`src/rtl/sirq_pkg.sv`:
```
package sirq_pkg;

    localparam int CFG_W       = 11;
    localparam int TRACKED     = 16;
    localparam int BASE_SLOTS  = 17;
    localparam int SLOT_IDX_W  = 5;
    localparam int CNT_W       = 4;

    typedef enum logic [2:0] {
        ST_IDLE,
        ST_START,
        ST_START_TA,
        ST_SLOT,
        ST_STOP,
        ST_STOP_TA
    } seq_state_e;

    typedef struct packed {
        logic [2:0] pol;     // [0] irq0, [1] irq1, [2] smi
        logic [1:0] width;
        logic [3:0] slots;
        logic       quiet;
        logic       enable;
    } sirq_cfg_t;

    function automatic logic [CNT_W-1:0] start_low_clocks(input logic [1:0] code);
        case (code)
            2'b01:   return CNT_W'(6);
            2'b10:   return CNT_W'(8);
            default: return CNT_W'(4);
        endcase
    endfunction

    function automatic logic [SLOT_IDX_W-1:0] last_slot_index(input logic [3:0] field);
        return SLOT_IDX_W'(BASE_SLOTS - 1) + {1'b0, field};
    endfunction

endpackage

```
`src/rtl/sirq_cfg_reg.sv`:
```
module sirq_cfg_reg
    import sirq_pkg::*;
(
    input  logic             clk,
    input  logic             rst,
    input  logic             we,
    input  logic [CFG_W-1:0] wdata,
    output sirq_cfg_t        cfg
);
    always_ff @(posedge clk) begin
        if (rst)
            cfg <= '0;
        else if (we)
            cfg <= sirq_cfg_t'(wdata);
    end
endmodule

```
`src/rtl/sirq_seq.sv`:
```
module sirq_seq
    import sirq_pkg::*;
#(
    parameter int TA_CLKS = 2
) (
    input  logic                  clk,
    input  logic                  rst,
    input  sirq_cfg_t             cfg,
    input  logic                  line_i,
    input  logic                  poll_req,
    output logic                  drive_low,
    output logic                  sample_stb,
    output logic [SLOT_IDX_W-1:0] sample_idx,
    output logic                  cycle_done
);
    localparam logic [CNT_W-1:0] SLOT_LAST_PH = CNT_W'(2);

    seq_state_e            st_q, st_d;
    logic [CNT_W-1:0]      cnt_q, cnt_d;
    logic [SLOT_IDX_W-1:0] slot_q, slot_d, last_q, last_d;
    logic [CNT_W-1:0]      wid_q, wid_d;
    logic                  nq_q, nq_d;
    logic [CNT_W-1:0]      w_now;

    assign w_now = start_low_clocks(cfg.width);

    always_comb begin
        st_d       = st_q;
        cnt_d      = cnt_q;
        slot_d     = slot_q;
        last_d     = last_q;
        wid_d      = wid_q;
        nq_d       = nq_q;
        cycle_done = 1'b0;
        sample_stb = 1'b0;
        unique case (st_q)
            ST_IDLE: begin
                if (!cfg.quiet || poll_req) begin
                    st_d   = ST_START;
                    cnt_d  = w_now - CNT_W'(1);
                    wid_d  = w_now;
                    last_d = last_slot_index(cfg.slots);
                end else if (!line_i) begin
                    st_d   = ST_START;
                    cnt_d  = w_now - CNT_W'(2);
                    wid_d  = w_now;
                    last_d = last_slot_index(cfg.slots);
                end
            end
            ST_START: begin
                if (cnt_q == '0) begin
                    st_d  = ST_START_TA;
                    cnt_d = CNT_W'(TA_CLKS - 1);
                end else begin
                    cnt_d = cnt_q - CNT_W'(1);
                end
            end
            ST_START_TA: begin
                if (cnt_q == '0) begin
                    st_d   = ST_SLOT;
                    cnt_d  = SLOT_LAST_PH;
                    slot_d = '0;
                end else begin
                    cnt_d = cnt_q - CNT_W'(1);
                end
            end
            ST_SLOT: begin
                sample_stb = (cnt_q == SLOT_LAST_PH);
                if (cnt_q != '0) begin
                    cnt_d = cnt_q - CNT_W'(1);
                end else if (slot_q == last_q) begin
                    cycle_done = 1'b1;
                    nq_d       = cfg.quiet;
                    st_d       = ST_STOP;
                    cnt_d      = cfg.quiet ? CNT_W'(1) : CNT_W'(2);
                end else begin
                    slot_d = slot_q + SLOT_IDX_W'(1);
                    cnt_d  = SLOT_LAST_PH;
                end
            end
            ST_STOP: begin
                if (cnt_q == '0)
                    st_d = ST_STOP_TA;
                else
                    cnt_d = cnt_q - CNT_W'(1);
            end
            ST_STOP_TA: begin
                if (nq_q) begin
                    st_d = ST_IDLE;
                end else begin
                    st_d   = ST_START;
                    cnt_d  = w_now - CNT_W'(1);
                    wid_d  = w_now;
                    last_d = last_slot_index(cfg.slots);
                end
            end
            default: st_d = ST_IDLE;
        endcase
        if (!cfg.enable) begin
            st_d       = ST_IDLE;
            cycle_done = 1'b0;
            sample_stb = 1'b0;
        end
    end

    always_ff @(posedge clk) begin
        if (rst) begin
            st_q   <= ST_IDLE;
            cnt_q  <= '0;
            slot_q <= '0;
            last_q <= last_slot_index(4'd0);
            wid_q  <= start_low_clocks(2'b00);
            nq_q   <= 1'b0;
        end else begin
            st_q   <= st_d;
            cnt_q  <= cnt_d;
            slot_q <= slot_d;
            last_q <= last_d;
            wid_q  <= wid_d;
            nq_q   <= nq_d;
        end
    end

    assign drive_low  = cfg.enable && (st_q == ST_START || st_q == ST_STOP);
    assign sample_idx = slot_q;

    // Checker state: length of the current start pulse
    logic [CNT_W-1:0] low_run_q;
    always_ff @(posedge clk) begin
        if (rst)
            low_run_q <= '0;
        else if (st_q == ST_START)
            low_run_q <= low_run_q + CNT_W'(1);
        else
            low_run_q <= '0;
    end

    a_r1_idle_when_off: assert property (@(posedge clk) disable iff (rst)
        !cfg.enable |=> st_q == ST_IDLE);

    a_r5_start_len: assert property (@(posedge clk) disable iff (rst)
        (st_q == ST_START_TA && $past(st_q) == ST_START)
            |-> (low_run_q == wid_q || low_run_q == wid_q - CNT_W'(1)));

    a_r10_stop_len: assert property (@(posedge clk) disable iff (rst)
        st_q == ST_STOP |-> cnt_q <= CNT_W'(2));

    a_r4_slot_range: assert property (@(posedge clk) disable iff (rst)
        st_q == ST_SLOT |-> (slot_q <= last_q && last_q >= SLOT_IDX_W'(BASE_SLOTS - 1)));

endmodule

```
`src/rtl/sirq_capture.sv`:
```
module sirq_capture
    import sirq_pkg::*;
(
    input  logic                  clk,
    input  logic                  rst,
    input  logic                  en,
    input  logic                  sample_stb,
    input  logic [SLOT_IDX_W-1:0] sample_idx,
    input  logic                  line_i,
    input  logic                  cycle_done,
    output logic [TRACKED-1:0]    lat
);
    logic [TRACKED-1:0] shadow_q;

    always_ff @(posedge clk) begin
        if (rst) begin
            shadow_q <= '0;
            lat      <= '0;
        end else if (!en) begin
            lat <= '0;
        end else begin
            if (sample_stb && sample_idx < SLOT_IDX_W'(TRACKED))
                shadow_q[sample_idx[3:0]] <= ~line_i;
            if (cycle_done)
                lat <= shadow_q;
        end
    end

    a_r9_hold_mid_cycle: assert property (@(posedge clk) disable iff (rst)
        (en && !cycle_done) |=> $stable(lat));

    a_r1_clear_when_off: assert property (@(posedge clk) disable iff (rst)
        !en |=> lat == '0);

endmodule

```
`src/rtl/sirq_polarity.sv`:
```
module sirq_polarity
    import sirq_pkg::*;
(
    input  logic               en,
    input  logic [TRACKED-1:0] lat,
    input  logic [2:0]         pol,
    output logic [2:0]         low_out,
    output logic [TRACKED-4:0] hi_out
);
    genvar i;
    generate
        for (i = 0; i < 3; i++) begin : g_pol
            assign low_out[i] = (lat[i] & en) ^ pol[i];
        end
    endgenerate

    assign hi_out = en ? lat[TRACKED-1:3] : '0;
endmodule

```
`src/rtl/sirq_host.sv`:
```
module sirq_host
    import sirq_pkg::*;
#(
    parameter int TA_CLKS = 2
) (
    input  logic                 clk,
    input  logic                 rst,
    input  logic                 cfg_we,
    input  logic [CFG_W-1:0]     cfg_wdata,
    input  logic                 poll_req,
    input  logic                 line_i,
    output logic                 line_oe,
    output logic                 line_o,
    output logic                 irq0_o,
    output logic                 irq1_o,
    output logic                 smi_o,
    output logic [TRACKED-4:0]   irq_hi_o
);
    sirq_cfg_t             cfg;
    logic                  sample_stb;
    logic [SLOT_IDX_W-1:0] sample_idx;
    logic                  cycle_done;
    logic [TRACKED-1:0]    lat;
    logic [2:0]            low_out;

    sirq_cfg_reg u_cfg (
        .clk   (clk),
        .rst   (rst),
        .we    (cfg_we),
        .wdata (cfg_wdata),
        .cfg   (cfg)
    );

    sirq_seq #(.TA_CLKS(TA_CLKS)) u_seq (
        .clk        (clk),
        .rst        (rst),
        .cfg        (cfg),
        .line_i     (line_i),
        .poll_req   (poll_req),
        .drive_low  (line_oe),
        .sample_stb (sample_stb),
        .sample_idx (sample_idx),
        .cycle_done (cycle_done)
    );

    sirq_capture u_cap (
        .clk        (clk),
        .rst        (rst),
        .en         (cfg.enable),
        .sample_stb (sample_stb),
        .sample_idx (sample_idx),
        .line_i     (line_i),
        .cycle_done (cycle_done),
        .lat        (lat)
    );

    sirq_polarity u_pol (
        .en      (cfg.enable),
        .lat     (lat),
        .pol     (cfg.pol),
        .low_out (low_out),
        .hi_out  (irq_hi_o)
    );

    assign line_o = 1'b0;
    assign irq0_o = low_out[0];
    assign irq1_o = low_out[1];
    assign smi_o  = low_out[2];

    a_r12_no_sample_while_driving: assert property (@(posedge clk) disable iff (rst)
        sample_stb |-> !line_oe);

endmodule

```
`config.mk`:
```
export PLATFORM = sky130hd
export DESIGN_NAME = sirq_host
export DESIGN_NICKNAME = d
export VERILOG_FILES = /design/src/rtl/sirq_pkg.sv /design/src/rtl/sirq_cfg_reg.sv /design/src/rtl/sirq_seq.sv /design/src/rtl/sirq_capture.sv /design/src/rtl/sirq_polarity.sv /design/src/rtl/sirq_host.sv
export SDC_FILE = /design/constraint.sdc
export NUM_CORES = 1
export LEC_CHECK = 0
export ABC_AREA = 1
export BUFFER_PORTS_ARGS = -buffer_cell sky130_fd_sc_hd__buf_4
export CAP_MARGIN = 30
export CELL_PAD_IN_SITES_DETAIL_PLACEMENT = 1
export CELL_PAD_IN_SITES_GLOBAL_PLACEMENT = 2
export CORE_MARGIN = 2
export CORE_UTILIZATION = 29
export DETAILED_ROUTE_END_ITERATION = 10
export PLACE_DENSITY = 0.72
export SYNTH_ARGS = -nofsm -noshare
export SYNTH_HDL_FRONTEND = slang
export SYNTH_SLANG_ARGS = --single-unit
export TNS_END_PERCENT = 1
```
`constraint.sdc`:
```
create_clock -name clk -period 1.8 [get_ports clk]
set_clock_uncertainty 0.2 [all_clocks]
set_input_delay 0 -clock clk [delete_from_list [all_inputs] [get_ports clk]]
set_output_delay 0 -clock clk [all_outputs]
set_load 0.02 [all_outputs]
```
==> report_table.html, run 1 <==
<table>
<tr><th>Metric</th><th>Value</th></tr>
<tr><th colspan="2">Global routing</th></tr>
<tr><td>Initial antenna violation count</td><td>0</td></tr>
<tr><td>Met1 track demand over resource in global routing</td><td>0.222</td></tr>
<tr><td>Number of global-route vias before repair</td><td>3,086</td></tr>
<tr><td>Pin count of the biggest net entering global routing</td><td>25</td></tr>
<tr><td>Busiest metal layer after global routing</td><td>met2</td></tr>
<tr><td>Total gr overflow</td><td>0</td></tr>
<tr><td>Met3 demand-to-capacity share in global routing</td><td>0.0310</td></tr>
<tr><td>Total global routing track utilization</td><td>0.165</td></tr>
<tr><td>GR Util met2</td><td>0.268</td></tr>
<tr><td>Global-route wire length before repair</td><td>14.9 mm</td></tr>
<tr><th colspan="2">Cells and area</th></tr>
<tr><td>Most common library cell in the layout ignoring fill and taps</td><td>sky130_fd_sc_hd__buf_4</td></tr>
<tr><td>Most frequent cells in the layout</td><td>76 x sky130_fd_sc_hd__buf_4, 73 x sky130_fd_sc_hd__nand2_1, 70 x sky130_fd_sc_hd__inv_1</td></tr>
<tr><td>Fillers</td><td>roughly 1,300</td></tr>
<tr><td>Number of cells in the finished layout apart from fillers</td><td>slightly below 700</td></tr>
<tr><td>Area Overhead vs Synth</td><td>46.4%</td></tr>
<tr><td>Post-layout instance area</td><td>4480 um^2</td></tr>
<tr><td>Number of nets at the end of the flow</td><td>about 570</td></tr>
<tr><td>Share of final-layout standard cells stronger than drive strength 1</td><td>0.293</td></tr>
<tr><td>Antenna diodes</td><td>0</td></tr>
<tr><th colspan="2">Critical path</th></tr>
<tr><td>Largest fanout on the critical path</td><td>7</td></tr>
<tr><td>Kind of critical path</td><td>flip-flop to flip-flop</td></tr>
<tr><td>Depth of the worst register-to-register path</td><td>8</td></tr>
<tr><td>Worst reg2reg startpoint</td><td>u_seq.sample_idx[0]</td></tr>
<tr><td>Worst Setup End Kind</td><td>flip-flop</td></tr>
<tr><td>Startpoint class of the critical path</td><td>flip-flop</td></tr>
<tr><td>Crit path required time</td><td>1870 ps</td></tr>
<tr><td>Setup slack, reg-to-reg</td><td>roughly 22 ps</td></tr>
<tr><td>Data arrival time of the critical path</td><td>approximately 1800 ps</td></tr>
<tr><td>Capturing point of the worst reg2reg path</td><td>u_cap.lat[10]</td></tr>
<tr><td>Critical Path Source</td><td>u_seq.sample_idx[0]</td></tr>
<tr><th colspan="2">Clock tree</th></tr>
<tr><td>Clock slew at the register clock pins of the worst setup and hold paths</td><td>70 ps</td></tr>
<tr><td>Number of CTS-inserted buffers</td><td>9</td></tr>
<tr><td>TritonCTS clock tree</td><td>done</td></tr>
<tr><td>Number of levels in the clock H-tree</td><td>3</td></tr>
<tr><td>Number of sinks driven by the clock tree</td><td>60</td></tr>
<tr><td>CTS Buffer Depth</td><td>2</td></tr>
<tr><td>Buffer cell driving the clock tree root</td><td>sky130_fd_sc_hd__clkbuf_8</td></tr>
<tr><td>Later-pin clock latency in the skew report</td><td>340 ps</td></tr>
<tr><th colspan="2">Synthesis</th></tr>
<tr><td>Area of the mapped netlist</td><td>a little over 3000 um^2</td></tr>
<tr><td>Syn avg cell area</td><td>a little under 7 um^2</td></tr>
<tr><td>Yosys reg bits</td><td>60</td></tr>
<tr><td>Post-Syn Instances</td><td>roughly 440</td></tr>
<tr><td>Synth warnings</td><td>0</td></tr>
<tr><td>Mapped Nets</td><td>~470</td></tr>
<tr><td>Fraction of the yosys area taken by sequential cells</td><td>0.392</td></tr>
<tr><td>Post-synth top area share</td><td>0.392</td></tr>
<tr><td>Top cells by area, synth</td><td>sky130_fd_sc_hd__dfxtp_1 39%, sky130_fd_sc_hd__nand2_1 11%, sky130_fd_sc_hd__inv_1 9.4%</td></tr>
<tr><td>Biggest area consumer among synthesized cells</td><td>sky130_fd_sc_hd__dfxtp_1</td></tr>
<tr><td>Number of distinct library cells after synthesis</td><td>35</td></tr>
<tr><th colspan="2">Route</th></tr>
<tr><td>DR pass1 iterations</td><td>4</td></tr>
<tr><td>Number of nets still failing antenna checks after routing</td><td>0</td></tr>
<tr><td>Vias per inst</td><td>between 4 and 5</td></tr>
<tr><td>Vias</td><td>3,073</td></tr>
<tr><td>Wire length per cell after detailed routing</td><td>~13 um</td></tr>
<tr><td>Final WL</td><td>around 9 mm</td></tr>
<tr><td>Post-detailed-route DRC marker count</td><td>0</td></tr>
<tr><td>Starting DRT DRC Count</td><td>69</td></tr>
<tr><th colspan="2">Placement</th></tr>
<tr><td>Final Wtd Congestion</td><td>roughly 0.8</td></tr>
<tr><td>Cell area after placement</td><td>around 3800 um^2</td></tr>
<tr><td>Post-detail-place hpwl</td><td>between 6 and 7 mm</td></tr>
<tr><td>Pre-CTS worst setup slack</td><td>-139 ps</td></tr>
<tr><td>Total of buffers placed on input and output ports</td><td>32</td></tr>
<tr><td>Dpl cells</td><td>between 600 and 700</td></tr>
<tr><th colspan="2">Timing</th></tr>
<tr><td>Fin crit share</td><td>0.988</td></tr>
<tr><td>Setup WS post-layout</td><td>about 22 ps</td></tr>
<tr><td>Fmax achieved</td><td>0.563 GHz</td></tr>
<tr><td>Worst hold slack</td><td>91.3 ps</td></tr>
<tr><td>Count of final max-slew check failures</td><td>0</td></tr>
<tr><td>Setup-violating endpoint count in the final report</td><td>0</td></tr>
<tr><td>Shortest period the worst path allows</td><td>between 1500 and 2000 ps</td></tr>
<tr><td>Fin. Hold Viols</td><td>0</td></tr>
<tr><td>Unrepaired setup endpoints after global routing</td><td>yes</td></tr>
<tr><th colspan="2">Hold path</th></tr>
<tr><td>Min-Delay Startpoint</td><td>poll_req</td></tr>
<tr><td>Hold path endpoint</td><td>u_seq.cnt_q[0]</td></tr>
<tr><td>Path category of the worst min-delay check</td><td>input pin to flip-flop</td></tr>
<tr><td>Number of cells traversed by the worst hold path</td><td>7</td></tr>
<tr><th colspan="2">Run status</th></tr>
<tr><td>Outcome</td><td>complete, no violations</td></tr>
<tr><th colspan="2">Floorplanning</th></tr>
<tr><td>Starting density of the core</td><td>0.298</td></tr>
<tr><td>Die area</td><td>approximately 11,000 um^2</td></tr>
<tr><td>Placement row count</td><td>37</td></tr>
<tr><td>DIE HEIGHT</td><td>107 um</td></tr>
<tr><td>Die width</td><td>between 100 and 150 um</td></tr>
<tr><td>Top Ports</td><td>34</td></tr>
<tr><td>Total core area</td><td>slightly above 10,000 um^2</td></tr>
<tr><th colspan="2">Pwr</th></tr>
<tr><td>Max VDD drop</td><td>approximately 0.37 mV</td></tr>
<tr><td>Leak pwr</td><td>a little over 2 nW</td></tr>
<tr><td>Power per cell area</td><td>roughly 700 nW/um^2</td></tr>
<tr><th colspan="2">Run</th></tr>
<tr><td>Max_cap viols</td><td>0</td></tr>
</table>
-- critical path, stage by stage, from the launching register on --
cell and delay, ps:
sky130_fd_sc_hd__dfxtp_1 400, sky130_fd_sc_hd__nor2_1 80, sky130_fd_sc_hd__nor2_2 180, sky130_fd_sc_hd__nand3_4 110, sky130_fd_sc_hd__nor3_4 240, sky130_fd_sc_hd__buf_12 170, sky130_fd_sc_hd__buf_4 130, sky130_fd_sc_hd__o21ai_0 70
sky130_fd_sc_hd__a31oi_1 140
-- flip-flops by register name (all words and copies together) (netlist names) --
name,flops
u_seq.last_q,4
u_cfg.cfg,11
u_seq.cnt_q,4
u_seq.nq_q,1
u_seq.sample_idx,5
u_cap.shadow_q,16
u_seq.st_q,3
u_cap.lat,16
-- worst max-delay path by stage --
| stage | slack [ps] | cells after the start | endpoint |
|---|---|---|---|
| after floorplan | 10 | 7 | u_cap.lat[13] |
| after global placement | -70 | 10 | u_seq.cnt_q[0] |
| after detailed placement | -140 | 9 | u_seq.cnt_q[0] |
| after CTS | -30 | 10 | u_seq.cnt_q[3] |
| after global routing | -80 | 10 | u_cap.lat[10] |
| final | 20 | 8 | u_cap.lat[10] |
-- Yosys cell counts --
| cell | n |
|---|---|
| sky130_fd_sc_hd__a211oi_2 | 1 |
| sky130_fd_sc_hd__a21oi_1 | 41 |
| sky130_fd_sc_hd__a31oi_1 | 18 |
| sky130_fd_sc_hd__a31oi_2 | 1 |
| sky130_fd_sc_hd__a41oi_1 | 1 |
| sky130_fd_sc_hd__buf_1 | 3 |
| sky130_fd_sc_hd__buf_2 | 1 |
| sky130_fd_sc_hd__buf_4 | 2 |
| sky130_fd_sc_hd__buf_6 | 3 |
| sky130_fd_sc_hd__clkbuf_1 | 6 |
| sky130_fd_sc_hd__conb_1 | 1 |
| sky130_fd_sc_hd__dfxtp_1 | 60 |
| sky130_fd_sc_hd__ha_1 | 10 |
| sky130_fd_sc_hd__inv_1 | 77 |
| sky130_fd_sc_hd__inv_2 | 2 |
| sky130_fd_sc_hd__inv_4 | 2 |
| sky130_fd_sc_hd__nand2_1 | 88 |
| sky130_fd_sc_hd__nand2_2 | 3 |
| sky130_fd_sc_hd__nand3_1 | 9 |
| sky130_fd_sc_hd__nand3_2 | 1 |
| sky130_fd_sc_hd__nand4_1 | 2 |
| sky130_fd_sc_hd__nor2_1 | 40 |
| sky130_fd_sc_hd__nor2_2 | 2 |
| sky130_fd_sc_hd__nor2_8 | 1 |
| sky130_fd_sc_hd__nor3_1 | 3 |
| sky130_fd_sc_hd__nor3_2 | 2 |
| sky130_fd_sc_hd__nor3_4 | 1 |
| sky130_fd_sc_hd__nor4_1 | 1 |
| sky130_fd_sc_hd__o211ai_1 | 1 |
| sky130_fd_sc_hd__o21ai_0 | 47 |
| sky130_fd_sc_hd__o21ai_1 | 3 |
| sky130_fd_sc_hd__o21ai_2 | 1 |
| sky130_fd_sc_hd__o22ai_1 | 1 |
| sky130_fd_sc_hd__xnor2_1 | 3 |
| sky130_fd_sc_hd__xor2_1 | 3 |
-- cell families after synthesis --
kind of cell             count (synthesis)  synth area share
AO/OA/AOI/OAI                          115             0.204
buffers and inverters                   96             0.130
AND/OR/NAND/NOR                        153             0.215
other                                    1           0.00123
flip-flops                              60             0.392
XOR/XNOR                                 6            0.0172
adder cells (fa/ha/maj)                 10            0.0409
-- final cells by class --
type	count	area, um^2	share of cell area
clock buffers	13	169	0.0377
clock inverters	3	43.8	0.00977
inverters	81	313	0.0698
multi-input cells	285	1620	0.361
flip-flops and latches	60	1210	0.270
well taps	136	170	0.0380
repair buffers	110	957	0.214
-- power by group --
| part | leakage [nW] | switching (mW) | total (mW) | internal (mW) |
|---|---|---|---|---|
| clock | 0.110 | 0.553 | 1.31 | 0.754 |
| combinational | 1.43 | 0.253 | 0.466 | 0.213 |
| sequential | 0.490 | 0.0266 | 1.40 | 1.37 |
| total | 2.03 | 0.833 | 3.17 | 2.34 |
-- metal layers --
| layer | share of wire | up-vias |
|---|---|---|
| li1 | - | 1619 |
| met1 | 0.49 | 1406 |
| met2 | 0.47 | 39 |
| met3 | 0.028 | 9 |
| met4 | 0.012 | 0 |
| met5 | 0 | - |
-- repair_timing --
item                                    CTS  global route
hold buffers                             25             0
gates resized for setup                   6            71
endpoints found under the hold margin    41             0
cloned                                    0             1
pin swaps                                 1            11
buffers inserted                          1             5
endpoints found under the setup margin   18            57
-- through the flow --
step / utilization / setup TNS, ps / total power, mW
2_1_floorplan: - / 0 / 1.63
3_3_place_gp: 0.365 / -169 / 1.79
3_5_place_dp: 0.365 / -783 / 1.80
4_1_cts: 0.413 / -92.9 / 3.17
5_1_grt: 0.436 / -1240 / 3.34
6_report: 0.436 / 0 / 3.17
(Power assumes the default switching activity.)
==> inputs of run 2 (changes only) <==
--- a/config.mk
+++ b/config.mk
@@ -11,9 +11,10 @@
 export CELL_PAD_IN_SITES_DETAIL_PLACEMENT = 1
 export CELL_PAD_IN_SITES_GLOBAL_PLACEMENT = 2
 export CORE_MARGIN = 2
-export CORE_UTILIZATION = 29
+export CORE_UTILIZATION = 31
+export CTS_BUF_LIST = sky130_fd_sc_hd__clkbuf_8
 export DETAILED_ROUTE_END_ITERATION = 10
-export PLACE_DENSITY = 0.72
+export PLACE_DENSITY = 0.77
 export SYNTH_ARGS = -nofsm -noshare
 export SYNTH_HDL_FRONTEND = slang
 export SYNTH_SLANG_ARGS = --single-unit
==> report_table.html, run 2 (synthesis results as in run 1) <==
<table>
<tr><th>Metric</th><th>Value</th></tr>
<tr><th colspan="2">Floorplanning</th></tr>
<tr><td>Starting density of the core</td><td>0.316 (was 0.298)</td></tr>
<tr><td>Total core area</td><td>9680 um^2 (was 10,300 um^2)</td></tr>
<tr><td>Placement row count</td><td>36 (was 37)</td></tr>
<tr><td>Die width</td><td>103 um (was 107 um)</td></tr>
<tr><td>DIE HEIGHT</td><td>103 um (was 107 um)</td></tr>
<tr><td>Top Ports</td><td>34 (unchanged)</td></tr>
<tr><td>Die area</td><td>10,700 um^2 (was 11,400 um^2)</td></tr>
<tr><th colspan="2">Critical path</th></tr>
<tr><td>Kind of critical path</td><td>flip-flop to primary output (was flip-flop to flip-flop)</td></tr>
<tr><td>Worst reg2reg startpoint</td><td>u_seq.cnt_q[1] (was u_seq.sample_idx[0])</td></tr>
<tr><td>Capturing point of the worst reg2reg path</td><td>u_cap.lat[15] (was u_cap.lat[10])</td></tr>
<tr><td>Crit path required time</td><td>1600 ps (was 1870 ps)</td></tr>
<tr><td>Setup slack, reg-to-reg</td><td>20 ps (about the same)</td></tr>
<tr><td>Largest fanout on the critical path</td><td>4 (was 7)</td></tr>
<tr><td>Startpoint class of the critical path</td><td>flip-flop (unchanged)</td></tr>
<tr><td>Worst Setup End Kind</td><td>primary output (was flip-flop)</td></tr>
<tr><td>Data arrival time of the critical path</td><td>1580 ps (was 1840 ps)</td></tr>
<tr><td>Depth of the worst register-to-register path</td><td>10 (was 8)</td></tr>
<tr><th colspan="2">Timing</th></tr>
<tr><td>Shortest period the worst path allows</td><td>1780 ps (about the same)</td></tr>
<tr><td>Worst hold slack</td><td>242 ps (was 91.3 ps)</td></tr>
<tr><td>Count of final max-slew check failures</td><td>0 (unchanged)</td></tr>
<tr><td>Fin crit share</td><td>0.992 (was 0.988)</td></tr>
<tr><td>Setup-violating endpoint count in the final report</td><td>0 (unchanged)</td></tr>
<tr><td>Fin. Hold Viols</td><td>0 (unchanged)</td></tr>
<tr><td>Fmax achieved</td><td>0.560 GHz (was 0.563 GHz)</td></tr>
<tr><td>Unrepaired setup endpoints after global routing</td><td>yes (unchanged)</td></tr>
<tr><th colspan="2">Cells and area</th></tr>
<tr><td>Most frequent cells in the layout</td><td>81 x sky130_fd_sc_hd__nand2_1, 70 x sky130_fd_sc_hd__inv_1, 57 x sky130_fd_sc_hd__buf_4 (was 76 x sky130_fd_sc_hd__buf_4, 73 x sky130_fd_sc_hd__nand2_1, 70 x sky130_fd_sc_hd__inv_1)</td></tr>
<tr><td>Antenna diodes</td><td>0 (unchanged)</td></tr>
<tr><td>Share of final-layout standard cells stronger than drive strength 1</td><td>0.248 (was 0.293)</td></tr>
<tr><td>Number of nets at the end of the flow</td><td>550 (was 573)</td></tr>
<tr><td>Fraction of the core area covered by cells at the end of the flow</td><td>0.441 (was 0.436)</td></tr>
<tr><td>Area Overhead vs Synth</td><td>39.7% (was 46.4%)</td></tr>
<tr><td>Registers with the most flip-flops</td><td>u_cap.lat x16, u_cap.shadow_q x16, u_cfg.cfg x11 (unchanged)</td></tr>
<tr><td>Most common library cell in the layout ignoring fill and taps</td><td>sky130_fd_sc_hd__nand2_1 (was sky130_fd_sc_hd__buf_4)</td></tr>
<tr><td>Post-layout instance area</td><td>4280 um^2 (was 4480 um^2)</td></tr>
<tr><th colspan="2">Hold path</th></tr>
<tr><td>Path category of the worst min-delay check</td><td>input pin to flip-flop (unchanged)</td></tr>
<tr><td>Hold path endpoint</td><td>u_seq.cnt_q[0] (unchanged)</td></tr>
<tr><td>Min-Delay Startpoint</td><td>rst (was poll_req)</td></tr>
<tr><td>Number of cells traversed by the worst hold path</td><td>3 (was 7)</td></tr>
<tr><th colspan="2">Pwr</th></tr>
<tr><td>Share of total power in the clock network</td><td>0.426 (was 0.412)</td></tr>
<tr><td>Internal power</td><td>2.37 mW (was 2.34 mW)</td></tr>
<tr><td>Sequential share of power</td><td>0.435 (was 0.440)</td></tr>
<tr><td>Switching power</td><td>839 uW (was 833 uW)</td></tr>
<tr><td>Leak pwr</td><td>1.94 nW (was 2.03 nW)</td></tr>
<tr><td>Power per cell area</td><td>751 nW/um^2 (was 707 nW/um^2)</td></tr>
<tr><td>Fraction of power spent switching nets</td><td>0.261 (was 0.263)</td></tr>
<tr><td>Max VDD drop</td><td>0.443 mV (was 0.372 mV)</td></tr>
<tr><td>Portion of total power attributed to combinational logic</td><td>0.139 (was 0.147)</td></tr>
<tr><th colspan="2">Global routing</th></tr>
<tr><td>Initial antenna violation count</td><td>0 (unchanged)</td></tr>
<tr><td>Total gr overflow</td><td>0 (unchanged)</td></tr>
<tr><td>Pin count of the biggest net entering global routing</td><td>25 (unchanged)</td></tr>
<tr><td>Global-route wire length before repair</td><td>14.5 mm (was 14.9 mm)</td></tr>
<tr><td>Number of global-route vias before repair</td><td>3,047 (was 3,086)</td></tr>
<tr><td>Total global routing track utilization</td><td>0.178 (was 0.165)</td></tr>
<tr><th colspan="2">Clock tree</th></tr>
<tr><td>Clock slew at the register clock pins of the worst setup and hold paths</td><td>70 ps (about the same)</td></tr>
<tr><td>Number of levels in the clock H-tree</td><td>3 (unchanged)</td></tr>
<tr><td>CTS Buffer Depth</td><td>2 (unchanged)</td></tr>
<tr><td>Number of CTS-inserted buffers</td><td>9 (unchanged)</td></tr>
<tr><td>Later-pin clock latency in the skew report</td><td>350 ps (was 340 ps)</td></tr>
<tr><td>Number of sinks driven by the clock tree</td><td>60 (unchanged)</td></tr>
<tr><td>TritonCTS clock tree</td><td>done (unchanged)</td></tr>
<tr><td>Buffer cell driving the clock tree root</td><td>sky130_fd_sc_hd__clkbuf_8 (unchanged)</td></tr>
<tr><th colspan="2">Placement</th></tr>
<tr><td>Post-detail-place hpwl</td><td>6.35 mm (was 6.48 mm)</td></tr>
<tr><td>Final Wtd Congestion</td><td>0.787 (was 0.800)</td></tr>
<tr><td>Cell area after placement</td><td>3600 um^2 (was 3750 um^2)</td></tr>
<tr><td>Total of buffers placed on input and output ports</td><td>32 (unchanged)</td></tr>
<tr><th colspan="2">Route</th></tr>
<tr><td>Starting DRT DRC Count</td><td>112 (was 69)</td></tr>
<tr><td>Post-detailed-route DRC marker count</td><td>0 (unchanged)</td></tr>
<tr><td>Vias</td><td>3,067 (was 3,073)</td></tr>
<tr><td>DR pass1 iterations</td><td>4 (unchanged)</td></tr>
<tr><td>Final WL</td><td>9.17 mm (was 8.97 mm)</td></tr>
<tr><td>Vias per inst</td><td>4.63 (was 4.47)</td></tr>
<tr><td>Number of nets still failing antenna checks after routing</td><td>0 (unchanged)</td></tr>
<tr><td>Wire length per cell after detailed routing</td><td>13.9 um (was 13.0 um)</td></tr>
<tr><th colspan="2">Run status</th></tr>
<tr><td>Outcome</td><td>complete, no violations (unchanged)</td></tr>
<tr><th colspan="2">Run</th></tr>
<tr><td>Max_cap viols</td><td>0 (unchanged)</td></tr>
</table>
==> run 2: area by class of cell <==
type	count	area, um^2
fill	1213	5410
multi-input combinational	285	1620
sequential	60	1210
timing repair buffer	87	749
inverter	81	319
tap	133	166
clock buffer	10	138
clock inverter	6	80.1
==> run 2: per-stage QoR <==
step           std cells  power (mW)  worst slack (ps)  TNS (ps)
2_1_floorplan        441        1.63              14.0         0
3_5_place_dp         619        1.78             -85.0      -741
6_report             662        3.21              15.1         0
5_1_grt              662        3.36             -85.9     -1280
3_3_place_gp         619        1.77             -11.3     -11.3
4_1_cts              658        3.21             -39.6      -300
==> run 2: how the worst max path moves through the flow <==
| stage | slack [ps] | depth (start not counted) | end | from |
|---|---|---|---|---|
| finish | 20 | 5 | line_oe | u_seq.st_q[0] |
| global route | -90 | 11 | u_cap.shadow_q[11] | u_seq.cnt_q[0] |
| CTS | -40 | 12 | u_cap.shadow_q[2] | u_seq.cnt_q[0] |
| detailed placement | -90 | 8 | u_cap.lat[10] | u_seq.cnt_q[0] |
| global placement | -10 | 11 | u_cap.shadow_q[0] | u_seq.cnt_q[0] |
| floorplan | 10 | 7 | u_cap.lat[13] | u_seq.cnt_q[0] |
==> run 2: repair_timing <==
action / in CTS / in global routing
pin swaps: 0 / 9
setup buffers: 0 / 3
hold endpoints to repair: 35 / 0
setup endpoints to repair: 31 / 57
gates resized for setup: 8 / 67
hold buffers: 23 / 0
cloned: 0 / 1
==> run 2: power by group through the flow <==
| stage | clock [mW] | sequential [mW] | combinational [mW] |
|---|---|---|---|
| after floorplan | 0 | 1.42 | 0.210 |
| after global placement | 0 | 1.42 | 0.352 |
| after detailed placement | 0 | 1.42 | 0.357 |
| after CTS | 1.42 | 1.39 | 0.406 |
| after global routing | 1.47 | 1.40 | 0.496 |
| final | 1.37 | 1.39 | 0.446 |
==> run 2: routing by layer <==
metal,vias up,part of all wire,track usage
met1,1423,0.49,0.235
met5,-,0,0
li1,1576,-,-
met2,55,0.47,0.286
met4,0,0.019,0.0668
met3,13,0.024,0.0403
==> run 2: worst max-delay path, cell delays in order (launching register included) <==
cell,delay (ps)
sky130_fd_sc_hd__dfxtp_1,450
sky130_fd_sc_hd__buf_4,170
sky130_fd_sc_hd__nand3_1,120
sky130_fd_sc_hd__buf_4,170
sky130_fd_sc_hd__a21oi_1,160
sky130_fd_sc_hd__buf_4,170
==> inputs of run 3 (changes only) <==
--- a/config.mk
+++ b/config.mk
@@ -14,6 +14,7 @@
 export CORE_UTILIZATION = 31
 export CTS_BUF_LIST = sky130_fd_sc_hd__clkbuf_8
 export DETAILED_ROUTE_END_ITERATION = 10
+export GPL_TIMING_DRIVEN = 0
 export PLACE_DENSITY = 0.77
 export SYNTH_ARGS = -nofsm -noshare
 export SYNTH_HDL_FRONTEND = slang
==> report_table.html, run 3 (synthesis results as in run 1) <==
<table>
<tr><th>Metric</th><th>Value</th></tr>
<tr><th colspan="2">Run status</th></tr>
<tr><td>Outcome</td><td>finished with violations (was complete, no violations)</td></tr>
<tr><td>Violated checks</td><td>negative setup slack</td></tr>
<tr><th colspan="2">Critical path</th></tr>
<tr><td>Startpoint class of the critical path</td><td>flip-flop (unchanged)</td></tr>
<tr><td>Critical Path Source</td><td>u_seq.sample_idx[2] (was u_seq.st_q[0])</td></tr>
<tr><td>Worst reg2reg startpoint</td><td>u_seq.sample_idx[2] (was u_seq.cnt_q[1])</td></tr>
<tr><td>Kind of cell with the highest combined delay on the critical path</td><td>simple AND/OR/NAND/NOR gates (was buffers and inverters)</td></tr>
<tr><td>List of cells traversed by the critical path</td><td>buf_6 -&gt; inv_4 -&gt; nand2_2 -&gt; nand2_2 -&gt; nor2_4 -&gt; nand3_4 -&gt; nor3_4 -&gt; buf_12 -&gt; clkbuf_16 -&gt; nand2_1 -&gt; nand2_1 -&gt; a21oi_2 (was buf_4 -&gt; nand3_1 -&gt; buf_4 -&gt; a21oi_1 -&gt; buf_4)</td></tr>
<tr><td>Largest fanout on the critical path</td><td>6 (was 4)</td></tr>
<tr><td>Worst Setup End Kind</td><td>flip-flop (was primary output)</td></tr>
<tr><td>Crit path required time</td><td>1840 ps (was 1600 ps)</td></tr>
<tr><td>Kind of critical path</td><td>flip-flop to flip-flop (was flip-flop to primary output)</td></tr>
<tr><td>Slowest cell on the critical path</td><td>sky130_fd_sc_hd__dfxtp_2 (was sky130_fd_sc_hd__dfxtp_1)</td></tr>
<tr><td>Critical Path Max Stage Delay</td><td>320 ps (was 450 ps)</td></tr>
<tr><td>Data arrival time of the critical path</td><td>1890 ps (was 1580 ps)</td></tr>
<tr><td>Count of buffer and inverter cells on the critical path</td><td>4 (was 3)</td></tr>
<tr><th colspan="2">Clock tree</th></tr>
<tr><td>Number of CTS-inserted buffers</td><td>9 (unchanged)</td></tr>
<tr><td>TritonCTS clock tree</td><td>done (unchanged)</td></tr>
<tr><td>Buffer cell driving the clock tree root</td><td>sky130_fd_sc_hd__clkbuf_8 (unchanged)</td></tr>
<tr><td>Number of sinks driven by the clock tree</td><td>60 (unchanged)</td></tr>
<tr><td>Number of levels in the clock H-tree</td><td>3 (unchanged)</td></tr>
<tr><td>Later-pin clock latency in the skew report</td><td>350 ps (about the same)</td></tr>
<tr><td>Clock slew at the register clock pins of the worst setup and hold paths</td><td>70 ps (about the same)</td></tr>
<tr><td>CTS Buffer Depth</td><td>2 (unchanged)</td></tr>
<tr><th colspan="2">Route</th></tr>
<tr><td>Wire length per cell after detailed routing</td><td>14.0 um (was 13.9 um)</td></tr>
<tr><td>Vias</td><td>3,069 (was 3,067)</td></tr>
<tr><td>Starting DRT DRC Count</td><td>88 (was 112)</td></tr>
<tr><td>DR pass1 iterations</td><td>4 (unchanged)</td></tr>
<tr><td>Vias per inst</td><td>4.62 (was 4.63)</td></tr>
<tr><td>Post-detailed-route DRC marker count</td><td>0 (unchanged)</td></tr>
<tr><td>Final WL</td><td>9.34 mm (was 9.17 mm)</td></tr>
<tr><td>Number of nets still failing antenna checks after routing</td><td>0 (unchanged)</td></tr>
<tr><th colspan="2">Timing</th></tr>
<tr><td>Unrepaired setup endpoints after global routing</td><td>yes (unchanged)</td></tr>
<tr><td>Post-Route Setup TNS</td><td>-223 ps (was 0 ps)</td></tr>
<tr><td>Count of final max-slew check failures</td><td>0 (unchanged)</td></tr>
<tr><td>Shortest period the worst path allows</td><td>1850 ps (was 1780 ps)</td></tr>
<tr><td>Setup-violating endpoint count in the final report</td><td>13 (was 0)</td></tr>
<tr><td>Setup WS post-layout</td><td>-50.2 ps (was 15.1 ps)</td></tr>
<tr><td>Fin. Hold Viols</td><td>0 (unchanged)</td></tr>
<tr><td>Fin crit share</td><td>1.03 (was 0.992)</td></tr>
<tr><td>Fmax achieved</td><td>0.540 GHz (was 0.560 GHz)</td></tr>
<tr><td>Worst hold slack</td><td>19.8 ps (was 242 ps)</td></tr>
<tr><th colspan="2">Cells and area</th></tr>
<tr><td>Footprint of the multi-input gates</td><td>1650 um^2 (was 1620 um^2)</td></tr>
<tr><td>Most common library cell in the layout ignoring fill and taps</td><td>sky130_fd_sc_hd__nand2_1 (unchanged)</td></tr>
<tr><td>Footprint of the flip-flops and latches</td><td>1220 um^2 (was 1210 um^2)</td></tr>
<tr><td>Registers with the most flip-flops</td><td>u_cap.lat x16, u_cap.shadow_q x16, u_cfg.cfg x11 (unchanged)</td></tr>
<tr><td>Number of cells in the finished layout apart from fillers</td><td>665 (was 662)</td></tr>
<tr><td>Number of nets at the end of the flow</td><td>553 (was 550)</td></tr>
<tr><td>Antenna diodes</td><td>0 (unchanged)</td></tr>
<tr><td>Area Overhead vs Synth</td><td>42.4% (was 39.7%)</td></tr>
<tr><td>Most frequent cells in the layout</td><td>74 x sky130_fd_sc_hd__nand2_1, 70 x sky130_fd_sc_hd__inv_1, 50 x sky130_fd_sc_hd__dfxtp_1 (was 81 x sky130_fd_sc_hd__nand2_1, 70 x sky130_fd_sc_hd__inv_1, 57 x sky130_fd_sc_hd__buf_4)</td></tr>
<tr><td>Fillers</td><td>1,211 (was 1,213)</td></tr>
<tr><td>Fraction of the core area covered by cells at the end of the flow</td><td>0.450 (was 0.441)</td></tr>
<tr><td>Share of final-layout standard cells stronger than drive strength 1</td><td>0.271 (was 0.248)</td></tr>
<tr><th colspan="2">Global routing</th></tr>
<tr><td>Number of global-route vias before repair</td><td>2,988 (was 3,047)</td></tr>
<tr><td>Pin count of the biggest net entering global routing</td><td>12 (was 25)</td></tr>
<tr><td>Initial antenna violation count</td><td>0 (unchanged)</td></tr>
<tr><td>Total gr overflow</td><td>0 (unchanged)</td></tr>
<tr><td>Global-route wire length before repair</td><td>15.1 mm (was 14.5 mm)</td></tr>
<tr><td>Total global routing track utilization</td><td>0.186 (was 0.178)</td></tr>
<tr><th colspan="2">Floorplanning</th></tr>
<tr><td>Starting density of the core</td><td>0.316 (unchanged)</td></tr>
<tr><td>Placement row count</td><td>36 (unchanged)</td></tr>
<tr><td>Total core area</td><td>9680 um^2 (unchanged)</td></tr>
<tr><td>Top Ports</td><td>34 (unchanged)</td></tr>
<tr><td>Die width</td><td>103 um (unchanged)</td></tr>
<tr><td>Die area</td><td>10,700 um^2 (unchanged)</td></tr>
<tr><td>DIE HEIGHT</td><td>103 um (unchanged)</td></tr>
<tr><th colspan="2">Placement</th></tr>
<tr><td>Total of buffers placed on input and output ports</td><td>31 (was 32)</td></tr>
<tr><td>Dpl cells</td><td>605 (was 619)</td></tr>
<tr><td>Final Wtd Congestion</td><td>0.824 (was 0.787)</td></tr>
<tr><td>Post-detail-place hpwl</td><td>6.43 mm (was 6.35 mm)</td></tr>
<tr><th colspan="2">Hold path</th></tr>
<tr><td>Path category of the worst min-delay check</td><td>input pin to flip-flop (unchanged)</td></tr>
<tr><td>Min-Delay Startpoint</td><td>poll_req (was rst)</td></tr>
<tr><th colspan="2">Pwr</th></tr>
<tr><td>Leak pwr</td><td>1.92 nW (was 1.94 nW)</td></tr>
<tr><td>Sequential share of power</td><td>0.464 (was 0.435)</td></tr>
<tr><td>Portion of total power attributed to combinational logic</td><td>0.137 (was 0.139)</td></tr>
<tr><td>Switching power</td><td>852 uW (was 839 uW)</td></tr>
<tr><td>Power per cell area</td><td>694 nW/um^2 (was 751 nW/um^2)</td></tr>
<tr><td>Fraction of power spent switching nets</td><td>0.282 (was 0.261)</td></tr>
<tr><td>Max VDD drop</td><td>0.469 mV (was 0.443 mV)</td></tr>
<tr><td>Internal power</td><td>2.17 mW (was 2.37 mW)</td></tr>
<tr><td>Share of total power in the clock network</td><td>0.399 (was 0.426)</td></tr>
<tr><th colspan="2">Run</th></tr>
<tr><td>Max_cap viols</td><td>0 (unchanged)</td></tr>
</table>
==> run 3: cell types whose count changed in the layout (fill, tap and decap cells not counted), moves of 4 or more <==
cell | before | now
sky130_fd_sc_hd__a21oi_1 | 41 | 37
sky130_fd_sc_hd__buf_4 | 57 | 45
sky130_fd_sc_hd__buf_6 | 5 | 1
sky130_fd_sc_hd__clkbuf_1 | 0 | 4
sky130_fd_sc_hd__dfxtp_1 | 56 | 50
sky130_fd_sc_hd__dlygate4sd3_1 | 23 | 27
sky130_fd_sc_hd__nand2_1 | 81 | 74
sky130_fd_sc_hd__nand2_2 | 5 | 15
==> run 3: path summary, 6_finish.rpt <==
path	cells past startpoint	slack, ps	to
setup reg to reg	12	-50	u_cap.lat[2]
setup / recovery	12	-50	u_cap.lat[2]
hold reg to reg	2	250	u_cap.lat[15]
hold / removal	7	20	u_seq.cnt_q[0]
==> run 3: worst min-delay path, cell delays in order <==
cell and delay (ps):
sky130_fd_sc_hd__buf_4 110, sky130_fd_sc_hd__inv_1 40, sky130_fd_sc_hd__nand2_1 110, sky130_fd_sc_hd__nor2_1 130, sky130_fd_sc_hd__nor2_1 50, sky130_fd_sc_hd__nand2_1 50
sky130_fd_sc_hd__a21oi_1 50
==> run 3: area by class of cell <==
class,instances,share of cell area
plain buffers,15,0.0273
clock buffers,9,0.0284
clock inverters,7,0.0155
inverters,81,0.0732
multi-input cells,285,0.378
flip-flops and latches,60,0.280
well taps,133,0.0382
repair buffers,75,0.160
==> run 3: timing repair <==
action / in CTS / in global routing
cloned: 0 / 3
pin swaps: 4 / 8
resized for setup: 43 / 56
hold buffers: 27 / 0
endpoints found under the setup margin: 54 / 48
setup buffers: 5 / 9
hold endpoints to repair: 23 / 0
==> run 3: power by group through the flow <==
stage / Sequential, mW / Clock (mW) / Combinational [mW]
2_1_floorplan: 1.42 / 0 / 0.210
3_3_place_gp: 1.43 / 0 / 0.308
3_5_place_dp: 1.43 / 0 / 0.313
4_1_cts: 1.40 / 1.25 / 0.388
5_1_grt: 1.41 / 1.31 / 0.471
6_report: 1.40 / 1.21 / 0.414
==> run 3: layer usage <==
layer / part of all wire / global-route usage
met1: 0.48 / 0.239
met2: 0.48 / 0.305
met3: 0.030 / 0.0397
met4: 0.017 / 0.0729
met5: 0 / 0
==> run 3: through the flow <==
| step | setup WS [ps] | total power, mW | cell area (um^2) |
|---|---|---|---|
| after global routing | -143 | 3.19 | 4360 |
| final | -50.2 | 3.03 | 4360 |
| after detailed placement | -443 | 1.74 | 3460 |
| after floorplan | 14.0 | 1.63 | 3060 |
| after CTS | -72.3 | 3.04 | 4080 |
| after global placement | -422 | 1.73 | 3460 |
